**src/rtl/jsc_pkg.sv**
```systemverilog
package jsc_pkg;
  localparam int NUM_SLOTS = 16;
  localparam int ADDR_W    = 12;

  localparam logic [ADDR_W-1:0] OFS_RAW   = 12'h000;
  localparam logic [ADDR_W-1:0] OFS_CLR   = 12'h004;
  localparam logic [ADDR_W-1:0] OFS_MASK  = 12'h008;
  localparam logic [ADDR_W-1:0] OFS_PEND  = 12'h00C;
  localparam logic [ADDR_W-1:0] OFS_JOBST = 12'h010;
  localparam logic [ADDR_W-1:0] SLOT_BASE = 12'h800;

  typedef enum logic [2:0] {
    SEL_NONE, SEL_RAW, SEL_CLR, SEL_MASK, SEL_PEND, SEL_JOBST
  } reg_sel_e;
endpackage

```
**src/rtl/jsc_regif.sv**
```systemverilog
module jsc_regif
  import jsc_pkg::*;
#(
  parameter int AW = ADDR_W,
  parameter int W  = 2 * NUM_SLOTS
) (
  input  logic          clk_i,
  input  logic          rst_ni,
  input  logic          we_i,
  input  logic          re_i,
  input  logic [AW-1:0] addr_i,
  input  logic [W-1:0]  raw_i,
  input  logic [W-1:0]  mask_i,
  input  logic [W-1:0]  jobst_i,
  output logic          clr_we_o,
  output logic          mask_we_o,
  output logic [W-1:0]  rdata_o
);
  reg_sel_e sel;

  always_comb begin
    sel = SEL_NONE;
    if (addr_i < SLOT_BASE) begin
      unique case (addr_i)
        OFS_RAW:   sel = SEL_RAW;
        OFS_CLR:   sel = SEL_CLR;
        OFS_MASK:  sel = SEL_MASK;
        OFS_PEND:  sel = SEL_PEND;
        OFS_JOBST: sel = SEL_JOBST;
        default:   sel = SEL_NONE;
      endcase
    end
  end

  assign clr_we_o  = we_i && (sel == SEL_CLR);
  assign mask_we_o = we_i && (sel == SEL_MASK);

  always_ff @(posedge clk_i or negedge rst_ni) begin
    if (!rst_ni) begin
      rdata_o <= '0;
    end else if (!re_i) begin
      rdata_o <= '0;
    end else begin
      unique case (sel)
        SEL_RAW:   rdata_o <= raw_i;
        SEL_MASK:  rdata_o <= mask_i;
        SEL_PEND:  rdata_o <= raw_i & mask_i;
        SEL_JOBST: rdata_o <= jobst_i;
        default:   rdata_o <= '0;
      endcase
    end
  end

  p_idle_rdata_r11: assert property (@(posedge clk_i) disable iff (!rst_ni)
    !re_i |=> (rdata_o == '0));
  p_high_ofs_r12: assert property (@(posedge clk_i) disable iff (!rst_ni)
    (addr_i >= SLOT_BASE) |-> (!clr_we_o && !mask_we_o));
  p_high_read_r12: assert property (@(posedge clk_i) disable iff (!rst_ni)
    (re_i && addr_i >= SLOT_BASE) |=> (rdata_o == '0));
endmodule

```
**src/rtl/jsc_irq_core.sv**
```systemverilog
module jsc_irq_core
  import jsc_pkg::*;
#(
  parameter int NS = NUM_SLOTS,
  localparam int W = 2 * NS
) (
  input  logic          clk_i,
  input  logic          rst_ni,
  input  logic [NS-1:0] done_i,
  input  logic [NS-1:0] fail_i,
  input  logic          clr_we_i,
  input  logic          mask_we_i,
  input  logic [W-1:0]  wdata_i,
  output logic [W-1:0]  raw_o,
  output logic [W-1:0]  mask_o,
  output logic          irq_o
);
  logic [W-1:0] evt;
  logic [W-1:0] clr_bits;

  assign evt      = {fail_i, done_i};
  assign clr_bits = clr_we_i ? wdata_i : '0;

  // event set has priority over a same-cycle clear
  always_ff @(posedge clk_i or negedge rst_ni) begin
    if (!rst_ni) raw_o <= '0;
    else         raw_o <= (raw_o & ~clr_bits) | evt;
  end

  always_ff @(posedge clk_i or negedge rst_ni) begin
    if (!rst_ni)        mask_o <= '0;
    else if (mask_we_i) mask_o <= wdata_i;
  end

  assign irq_o = |(raw_o & mask_o);

  p_done_sets_r1: assert property (@(posedge clk_i) disable iff (!rst_ni)
    (done_i != '0) |=> ((raw_o[NS-1:0] & $past(done_i)) == $past(done_i)));
  p_fail_sets_r2: assert property (@(posedge clk_i) disable iff (!rst_ni)
    (fail_i != '0) |=> ((raw_o[W-1:NS] & $past(fail_i)) == $past(fail_i)));
  p_clear_r3: assert property (@(posedge clk_i) disable iff (!rst_ni)
    (clr_we_i && evt == '0) |=> ((raw_o & $past(wdata_i)) == '0));
  p_event_wins_r4: assert property (@(posedge clk_i) disable iff (!rst_ni)
    (clr_we_i && (evt & wdata_i) != '0) |=> ((raw_o & $past(evt & wdata_i)) == $past(evt & wdata_i)));
  p_quiet_hold_r9: assert property (@(posedge clk_i) disable iff (!rst_ni)
    (!clr_we_i && evt == '0) |=> $stable(raw_o));
endmodule

```
**src/rtl/jsc_state_snap.sv**
```systemverilog
module jsc_state_snap
  import jsc_pkg::*;
#(
  parameter int NS = NUM_SLOTS,
  localparam int W = 2 * NS
) (
  input  logic          clk_i,
  input  logic          rst_ni,
  input  logic          clr_we_i,
  input  logic [W-1:0]  wdata_i,
  input  logic [NS-1:0] active_i,
  input  logic [NS-1:0] queued_i,
  output logic [W-1:0]  jobst_o
);
  logic [NS-1:0] hit;
  assign hit = wdata_i[NS-1:0] | wdata_i[W-1:NS];

  for (genvar n = 0; n < NS; n++) begin : g_slot
    always_ff @(posedge clk_i or negedge rst_ni) begin
      if (!rst_ni) begin
        jobst_o[n]    <= 1'b0;
        jobst_o[NS+n] <= 1'b0;
      end else if (clr_we_i && hit[n]) begin
        jobst_o[n]    <= active_i[n];
        jobst_o[NS+n] <= queued_i[n];
      end
    end
  end

  p_resample_r7: assert property (@(posedge clk_i) disable iff (!rst_ni)
    clr_we_i |=> ((jobst_o & $past({hit, hit})) == $past({queued_i, active_i} & {hit, hit})));
  p_keep_other_r8: assert property (@(posedge clk_i) disable iff (!rst_ni)
    clr_we_i |=> ((jobst_o & ~$past({hit, hit})) == ($past(jobst_o) & ~$past({hit, hit}))));
  p_no_clear_hold_r8: assert property (@(posedge clk_i) disable iff (!rst_ni)
    !clr_we_i |=> $stable(jobst_o));
endmodule

```
**src/rtl/job_slot_ctrl.sv**
```systemverilog
module job_slot_ctrl
  import jsc_pkg::*;
#(
  parameter int NS = NUM_SLOTS,
  parameter int AW = ADDR_W,
  localparam int W = 2 * NS
) (
  input  logic          clk_i,
  input  logic          rst_ni,
  input  logic          we_i,
  input  logic          re_i,
  input  logic [AW-1:0] addr_i,
  input  logic [W-1:0]  wdata_i,
  output logic [W-1:0]  rdata_o,
  input  logic [NS-1:0] done_i,
  input  logic [NS-1:0] fail_i,
  input  logic [NS-1:0] active_i,
  input  logic [NS-1:0] queued_i,
  output logic          irq_o
);
  logic         clr_we, mask_we;
  logic [W-1:0] raw, mask, jobst;

  jsc_regif #(.AW(AW), .W(W)) u_regif (
    .clk_i, .rst_ni, .we_i, .re_i, .addr_i,
    .raw_i(raw), .mask_i(mask), .jobst_i(jobst),
    .clr_we_o(clr_we), .mask_we_o(mask_we), .rdata_o
  );

  jsc_irq_core #(.NS(NS)) u_irq (
    .clk_i, .rst_ni, .done_i, .fail_i,
    .clr_we_i(clr_we), .mask_we_i(mask_we), .wdata_i,
    .raw_o(raw), .mask_o(mask), .irq_o
  );

  jsc_state_snap #(.NS(NS)) u_snap (
    .clk_i, .rst_ni, .clr_we_i(clr_we), .wdata_i,
    .active_i, .queued_i, .jobst_o(jobst)
  );

  p_irq_needs_raw_r6: assert property (@(posedge clk_i) disable iff (!rst_ni)
    irq_o |-> (raw != '0 && mask != '0));
endmodule

```
**config.mk**
```make
export PLATFORM = sky130hd
export DESIGN_NAME = job_slot_ctrl
export DESIGN_NICKNAME = d
export VERILOG_FILES = /design/src/rtl/jsc_pkg.sv /design/src/rtl/jsc_regif.sv /design/src/rtl/jsc_irq_core.sv /design/src/rtl/jsc_state_snap.sv /design/src/rtl/job_slot_ctrl.sv
export SDC_FILE = /design/constraint.sdc
export NUM_CORES = 1
export LEC_CHECK = 0
export BUFFER_PORTS_ARGS = -buffer_cell sky130_fd_sc_hd__buf_2
export CELL_PAD_IN_SITES_DETAIL_PLACEMENT = 1
export CELL_PAD_IN_SITES_GLOBAL_PLACEMENT = 1
export CORE_ASPECT_RATIO = 0.8
export CORE_MARGIN = 1
export CORE_UTILIZATION = 42
export DETAILED_ROUTE_END_ITERATION = 8
export PLACE_DENSITY = 0.77
export SYNTH_ARGS = -nofsm -noshare
export SYNTH_HDL_FRONTEND = slang
export SYNTH_HIERARCHICAL = 1
export SYNTH_SLANG_ARGS = --single-unit
```
**constraint.sdc**
```tcl
create_clock -name clk_i -period 1.53 [get_ports clk_i]
set_clock_uncertainty 0.05 [all_clocks]
set_input_delay 0 -clock clk_i [delete_from_list [all_inputs] [get_ports clk_i]]
set_output_delay 0 -clock clk_i [all_outputs]
set_load 0.05 [all_outputs]
```
## Word-level counts from Yosys, hierarchy flattened

Cells that the tools add are included.

- Flip-flop bits (word level): 128
- Input port bits: 112
- Output and inout port bits: 33
- Word-level logic and storage cells: 75

- Magnitude comparators: 1
- Equal/unequal tests: 9
- Muxes and demuxes: 5
- Bitwise logic cells: 5
- Reductions and logical operators: 20

Operator list:

| operator | count |
|---|---|
| 32-bit one-hot mux with 4 select lines | 1 |
| 32-bit AND | 2 |
| 32-bit 2-to-1 mux | 2 |
| 32-bit inverter | 1 |
| 32-bit bitwise OR | 1 |
| 32-bit OR reduction | 1 |
| 12-bit by 4-bit equality test with 1-bit output (second input constant) | 2 |
| 1-bit logical AND | 18 |
| 16-bit bitwise OR | 1 |
| 3-bit one-hot mux with 5 select lines | 1 |
| 12-bit by 3-bit equality test with 1-bit output (second input constant) | 1 |
| 12-bit by 5-bit equality test with 1-bit output (second input constant) | 1 |
| 12-bit logical NOT | 1 |
| 12-bit less-than comparator (second input constant) | 1 |
| 3-bit by 2-bit equality test with 1-bit output (second input constant) | 2 |
| 3-bit equality test (second input constant) | 2 |
| 3-bit by 1-bit equality test with 1-bit output (second input constant) | 1 |
| 3-bit 2-to-1 mux | 1 |

## Longest topological paths before layout

- Depth after elaboration: 9
- Gate-level depth with buffers: 7
- Gate-level depth less buffers: 5

## Hierarchy

The synthesis kept the hierarchy.

By module, submodules not included:

| module | times used | cells an instance | area an instance (µm²) | sequential area each (µm²) |
|---|---|---|---|---|
| jsc_irq_core | 1 | 188 | 2514.9 | 1601.5 |
| jsc_regif | 1 | 200 | 1908.1 | 800.8 |
| jsc_state_snap | 1 | 81 | 1357.6 | 800.8 |

## Worst setup path before layout

No wires, ideal clock.

- Path kind: input port to flip-flop
- Start: input port addr_i[9]
- End: register u_snap.jobst_o[0]
- Arrival time: 1754 ps
- Required time: 1355 ps
- Path slack: -400 ps
- Cell stages on the path: 7
- Buffers on the path: 2
- Cell sequence: nor4_4 buf_4 nand4_1 nor2_1 buf_6 o21ai_2 mux2_4

- Longest elaborated chain between the ends: 6
- Elaborated cells on any way between the ends: 11
- Those cells by class: order compare: 1; eq/ne: 5; mux: 2; reduce/logical: 3

RTL lines:

| item | RTL line | source |
|---|---|---|
| start, declared | job_slot_ctrl.sv:12 | `input logic [AW-1:0] addr_i,` |
| parallel branches: the longest is 2 deep, another holds 12-bit less-than comparator | n/a |  |
| 3-bit 2-to-1 mux * | jsc_regif.sv:23 | `if (addr_i < SLOT_BASE) begin` |
| 3-bit by 2-bit equality test with 1-bit output * | jsc_regif.sv:35 | `assign clr_we_o = we_i && (sel == SEL_CLR);` |
| 1-bit logical AND * | jsc_regif.sv:35 |  |
| named net clr_we | job_slot_ctrl.sv:21 | `logic clr_we, mask_we;` |
| 1-bit logical AND * | jsc_state_snap.sv:23 | `end else if (clr_we_i && hit[n]) begin` |
| end signal, assigned by index | jsc_state_snap.sv:24 | `jobst_o[n] <= active_i[n];` |
| end signal, assigned by index | jsc_state_snap.sv:25 | `jobst_o[NS+n] <= queued_i[n];` |
| end, declared | jsc_state_snap.sv:13 | `output logic [W-1:0] jobst_o` |

Mark *: on every way through the listed nets, which the timed path passes.
A chain may end at the register's enable or synchronous reset.

## Worst setup path in the final report

- Start: register u_irq.mask_o[4]
- End: output port irq_o

- Longest elaborated chain between the ends: 2

RTL lines:

| item | RTL line | source |
|---|---|---|
| start, declared | jsc_irq_core.sv:15 | `output logic [W-1:0] mask_o,` |
| start signal, assigned | jsc_irq_core.sv:32 | `else if (mask_we_i) mask_o <= wdata_i;` |
| 32-bit AND | jsc_irq_core.sv:35 | `assign irq_o = \|(raw_o & mask_o);` |
| 32-bit OR reduction | jsc_irq_core.sv:35 |  |
| end, declared | job_slot_ctrl.sv:19 | `output logic irq_o` |

No other way between the ends.

==> out/results.txt <==
status: finished, violations left
failing checks: negative setup slack
drt first pass iters: 5
1st-iter DRT viols: 460
Detailed Route WL: 24,800 µm
clock sinks: 128
grt ovf: 0
fin crit share: 131%
Tmin final: 2000 ps
Post CTS Setup Buffer Count: 0
WS Path Type: reg2out
clk slew on worst S/H paths: 50 ps
global routing's busiest layer: met2
final-report max-slew violation count: 0
WL per Instance: 25.7 µm
DRC Markers: 0
top cell family by delay on the critical path: simple AND/OR/NAND/NOR gates
HP Class: in2async
CP endpoint kind: output port
WP data required: 1480 ps
Mapped Area: 5780 µm²
# port buffers: 144
largest family of logic cells by synthesized area: compound AO/OA/AOI/OAI gates
Mapped Cells: 469
gpl congestion: 0.836
Die ar.: 14,200 µm²
synthesis-to-layout area growth: 56.0%
clock buffer count from CTS: 17
maxcap violations: 0
most frequent cells in the layout: buf_2, dfrtp_1, dlygate4sd3_1
met1 Usage GRT: 41.8%
vias per inst: 5.89
Filler Cell Count: 1,337
Slew @ Worst Pin: 526 ps
CTS tree: done
Slew headroom: 64.9%
Post-Place Setup Slack: -228 ps
worst skew pair latency: 420 ps
global-route met3 utilization: 6.71%
met2 Resource Use GR: 65.8%
Power per Cell Area: 900 nW/µm²
share of cells above drive strength 1: 44.2%
post-DP HPWL: 13,600 µm
commonest non-fill, non-tap cell in the layout: buf_2
overall power: 8.12 mW
area share of fa/ha/maj cells after synthesis: 0%
die width: 133 µm
Initial Utilization: 44.0%
fmax: 499 MHz
sequential-to-total area share from yosys stat: 55.4%
H-Tree Level Count: 4
critical path launch point type: flip-flop
Core Area: 13,100 µm²
Synthesis Warnings: 6
multiplexer area fraction after synthesis: 13.8%
post-route insts no fill: 966
final net count: 892
Synth Area in XOR/XNOR: 0%
Die H: 107 µm
Final Hold Vio Count: 0
placed cell count: 839
vias in the first global route: 6,473
setup TNS: -472 ps
first-pass GRT wire length: 38,000 µm
LEAKAGE: 4.02 nW
CP max stage delay: 530 ps
Worst Path Buf+Inv: 1
CP max FO: 2
Antenna diodes: 0
compound-cell area share of the yosys netlist: 16.1%
antenna viol nets, final: 0
largest net degree at the start of global routing: 94
# IOs: 145
routed vias: 5,691
Mapped Nets: 581
Longest Clk Path Bufs: 2
Root Buffer: clkbuf_16
RSZ-0062 raised after global routing: yes
worst vdd ir: 599 µV
CP arrival: 1950 ps
initial antenna violation count: 0
post-route worst setup slack: -472 ps
synthesized flop and latch total: 128
slowest library cell on the worst path: or4_4
critical path cell sequence: a22oi_2 -> nand4_1 -> or4_4 -> buf_8
Post-Synth Simple-Gate Area: 11.4%
# rows: 37
Synth cell types: 29
total track usage: 36.3%
final setup fails: 1
Mean Syn Cell Area: 12.3 µm²
[flip-flops by register name, indices dropped and copies added, names as in the netlist]
signal / flops
u_snap/jobst_o: 32
u_irq/raw_o: 32
u_irq/mask_o: 32
u_regif/rdata_o: 32
[area by class of cell]
| cell class | count | area [µm²] | area share, % |
|---|---|---|---|
| flip-flops and latches | 128 | 3200 | 35.5 |
| multi-input cells | 307 | 2590 | 28.8 |
| repair buffers | 325 | 2430 | 27.0 |
| clock buffers | 23 | 478 | 5.30 |
| well taps | 175 | 219 | 2.43 |
| clock inverters | 7 | 85.1 | 0.944 |
| inverters | 1 | 3.75 | 0.0416 |
[synthesized netlist by cell type]
| cell type | count | area (µm²) |
|---|---|---|
| mux2i_1 | 1 | 10.0 |
| buf_2 | 17 | 85.1 |
| a21o_1 | 32 | 240 |
| nor4b_4 | 1 | 23.8 |
| buf_4 | 4 | 30.0 |
| mux2_4 | 18 | 270 |
| nor3_1 | 2 | 10.0 |
| dfrtp_1 | 128 | 3200 |
| nor2b_1 | 1 | 6.26 |
| a31oi_1 | 32 | 200 |
| mux2_1 | 4 | 45.0 |
| nor2_1 | 2 | 7.51 |
| nand4_4 | 1 | 21.3 |
| nor4_2 | 1 | 12.5 |
| nand2_1 | 32 | 120 |
| nand4_1 | 38 | 238 |
| nor4_4 | 2 | 42.5 |
| clkbuf_1 | 8 | 30.0 |
| nor3b_1 | 1 | 7.51 |
| buf_6 | 4 | 45.0 |
| o21ai_2 | 10 | 87.6 |
| nand3_1 | 32 | 160 |
| inv_1 | 1 | 3.75 |
| o21ai_0 | 6 | 30.0 |
| mux2_2 | 42 | 473 |
| or4_1 | 1 | 7.51 |
| o211ai_1 | 32 | 240 |
| a22oi_1 | 14 | 105 |
| a22oi_2 | 2 | 25.0 |
[layer usage]
layer	part of all wire [%]	vias to the layer above	wire, µm
met3	6.3	67	1550
met4	3.6	0	891
met2	52	298	13000
li1	-	2424	-
met1	38	2902	9390
met5	0	-	0
[cell families (layout without fill, tap and decap cells)]
group | count (synthesis) | after routing
AO/OA/AOI/OAI | 128 | 128
flip-flops | 128 | 128
AND/OR/NAND/NOR | 114 | 114
multiplexers | 65 | 65
buffers and inverters | 34 | 356
[report_power, final]
group	switching (mW)	total (mW)	internal [mW]	leakage, nW
combinational	0.370	0.715	0.345	2.12
clock	1.51	4.01	2.49	0.282
sequential	0.00549	3.40	3.39	1.62
total	1.89	8.12	6.23	4.02
[path summary, 6_finish.rpt]
path / from / endpoint / slack (ps) / depth (start not counted)
max reg2reg: u_irq/raw_o[25]$_DFF_PN0_ / u_regif/rdata_o[25]$_DFF_PN0_ / 390 / 3
min in group clk_i: addr_i[9] / u_regif/rdata_o[5]$_DFF_PN0_ / 130 / 5
max: u_irq/mask_o[4]$_DFFE_PN0P_ / irq_o / -470 / 4
min: rst_ni / u_irq/raw_o[31]$_DFF_PN0_ / 120 / 3
max in group asynchronous: rst_ni / u_regif/rdata_o[27]$_DFF_PN0_ / 880 / 3
min reg2reg: u_snap/jobst_o[5]$_DFFE_PN0P_ / u_snap/jobst_o[5]$_DFFE_PN0P_ / 440 / 1
[per-stage QoR]
step | hold WS, ps | utilization [%] | area, µm²
after global placement | 43.0 | 56.4 | 7410
after global routing | 140 | 68.6 | 9020
after floorplan | -346 | - | 5950
after detailed placement | 47.9 | 56.4 | 7410
after CTS | 119 | 68.6 | 9020
final | 124 | 68.6 | 9020
[tightest hold or removal path, stage by stage]
cell and delay, ps:
dlygate4sd3_1 530, buf_4 130, buf_12 370
[what timing repair did]
action / CTS / global route
hold buffers: 97 / 0
gates resized for setup: 15 / 0
setup endpoints to repair: 1 / 1
hold endpoints to repair: 224 / 0
pin swaps: 9 / 0
Note: power is estimated with default switching activity, not from simulation.
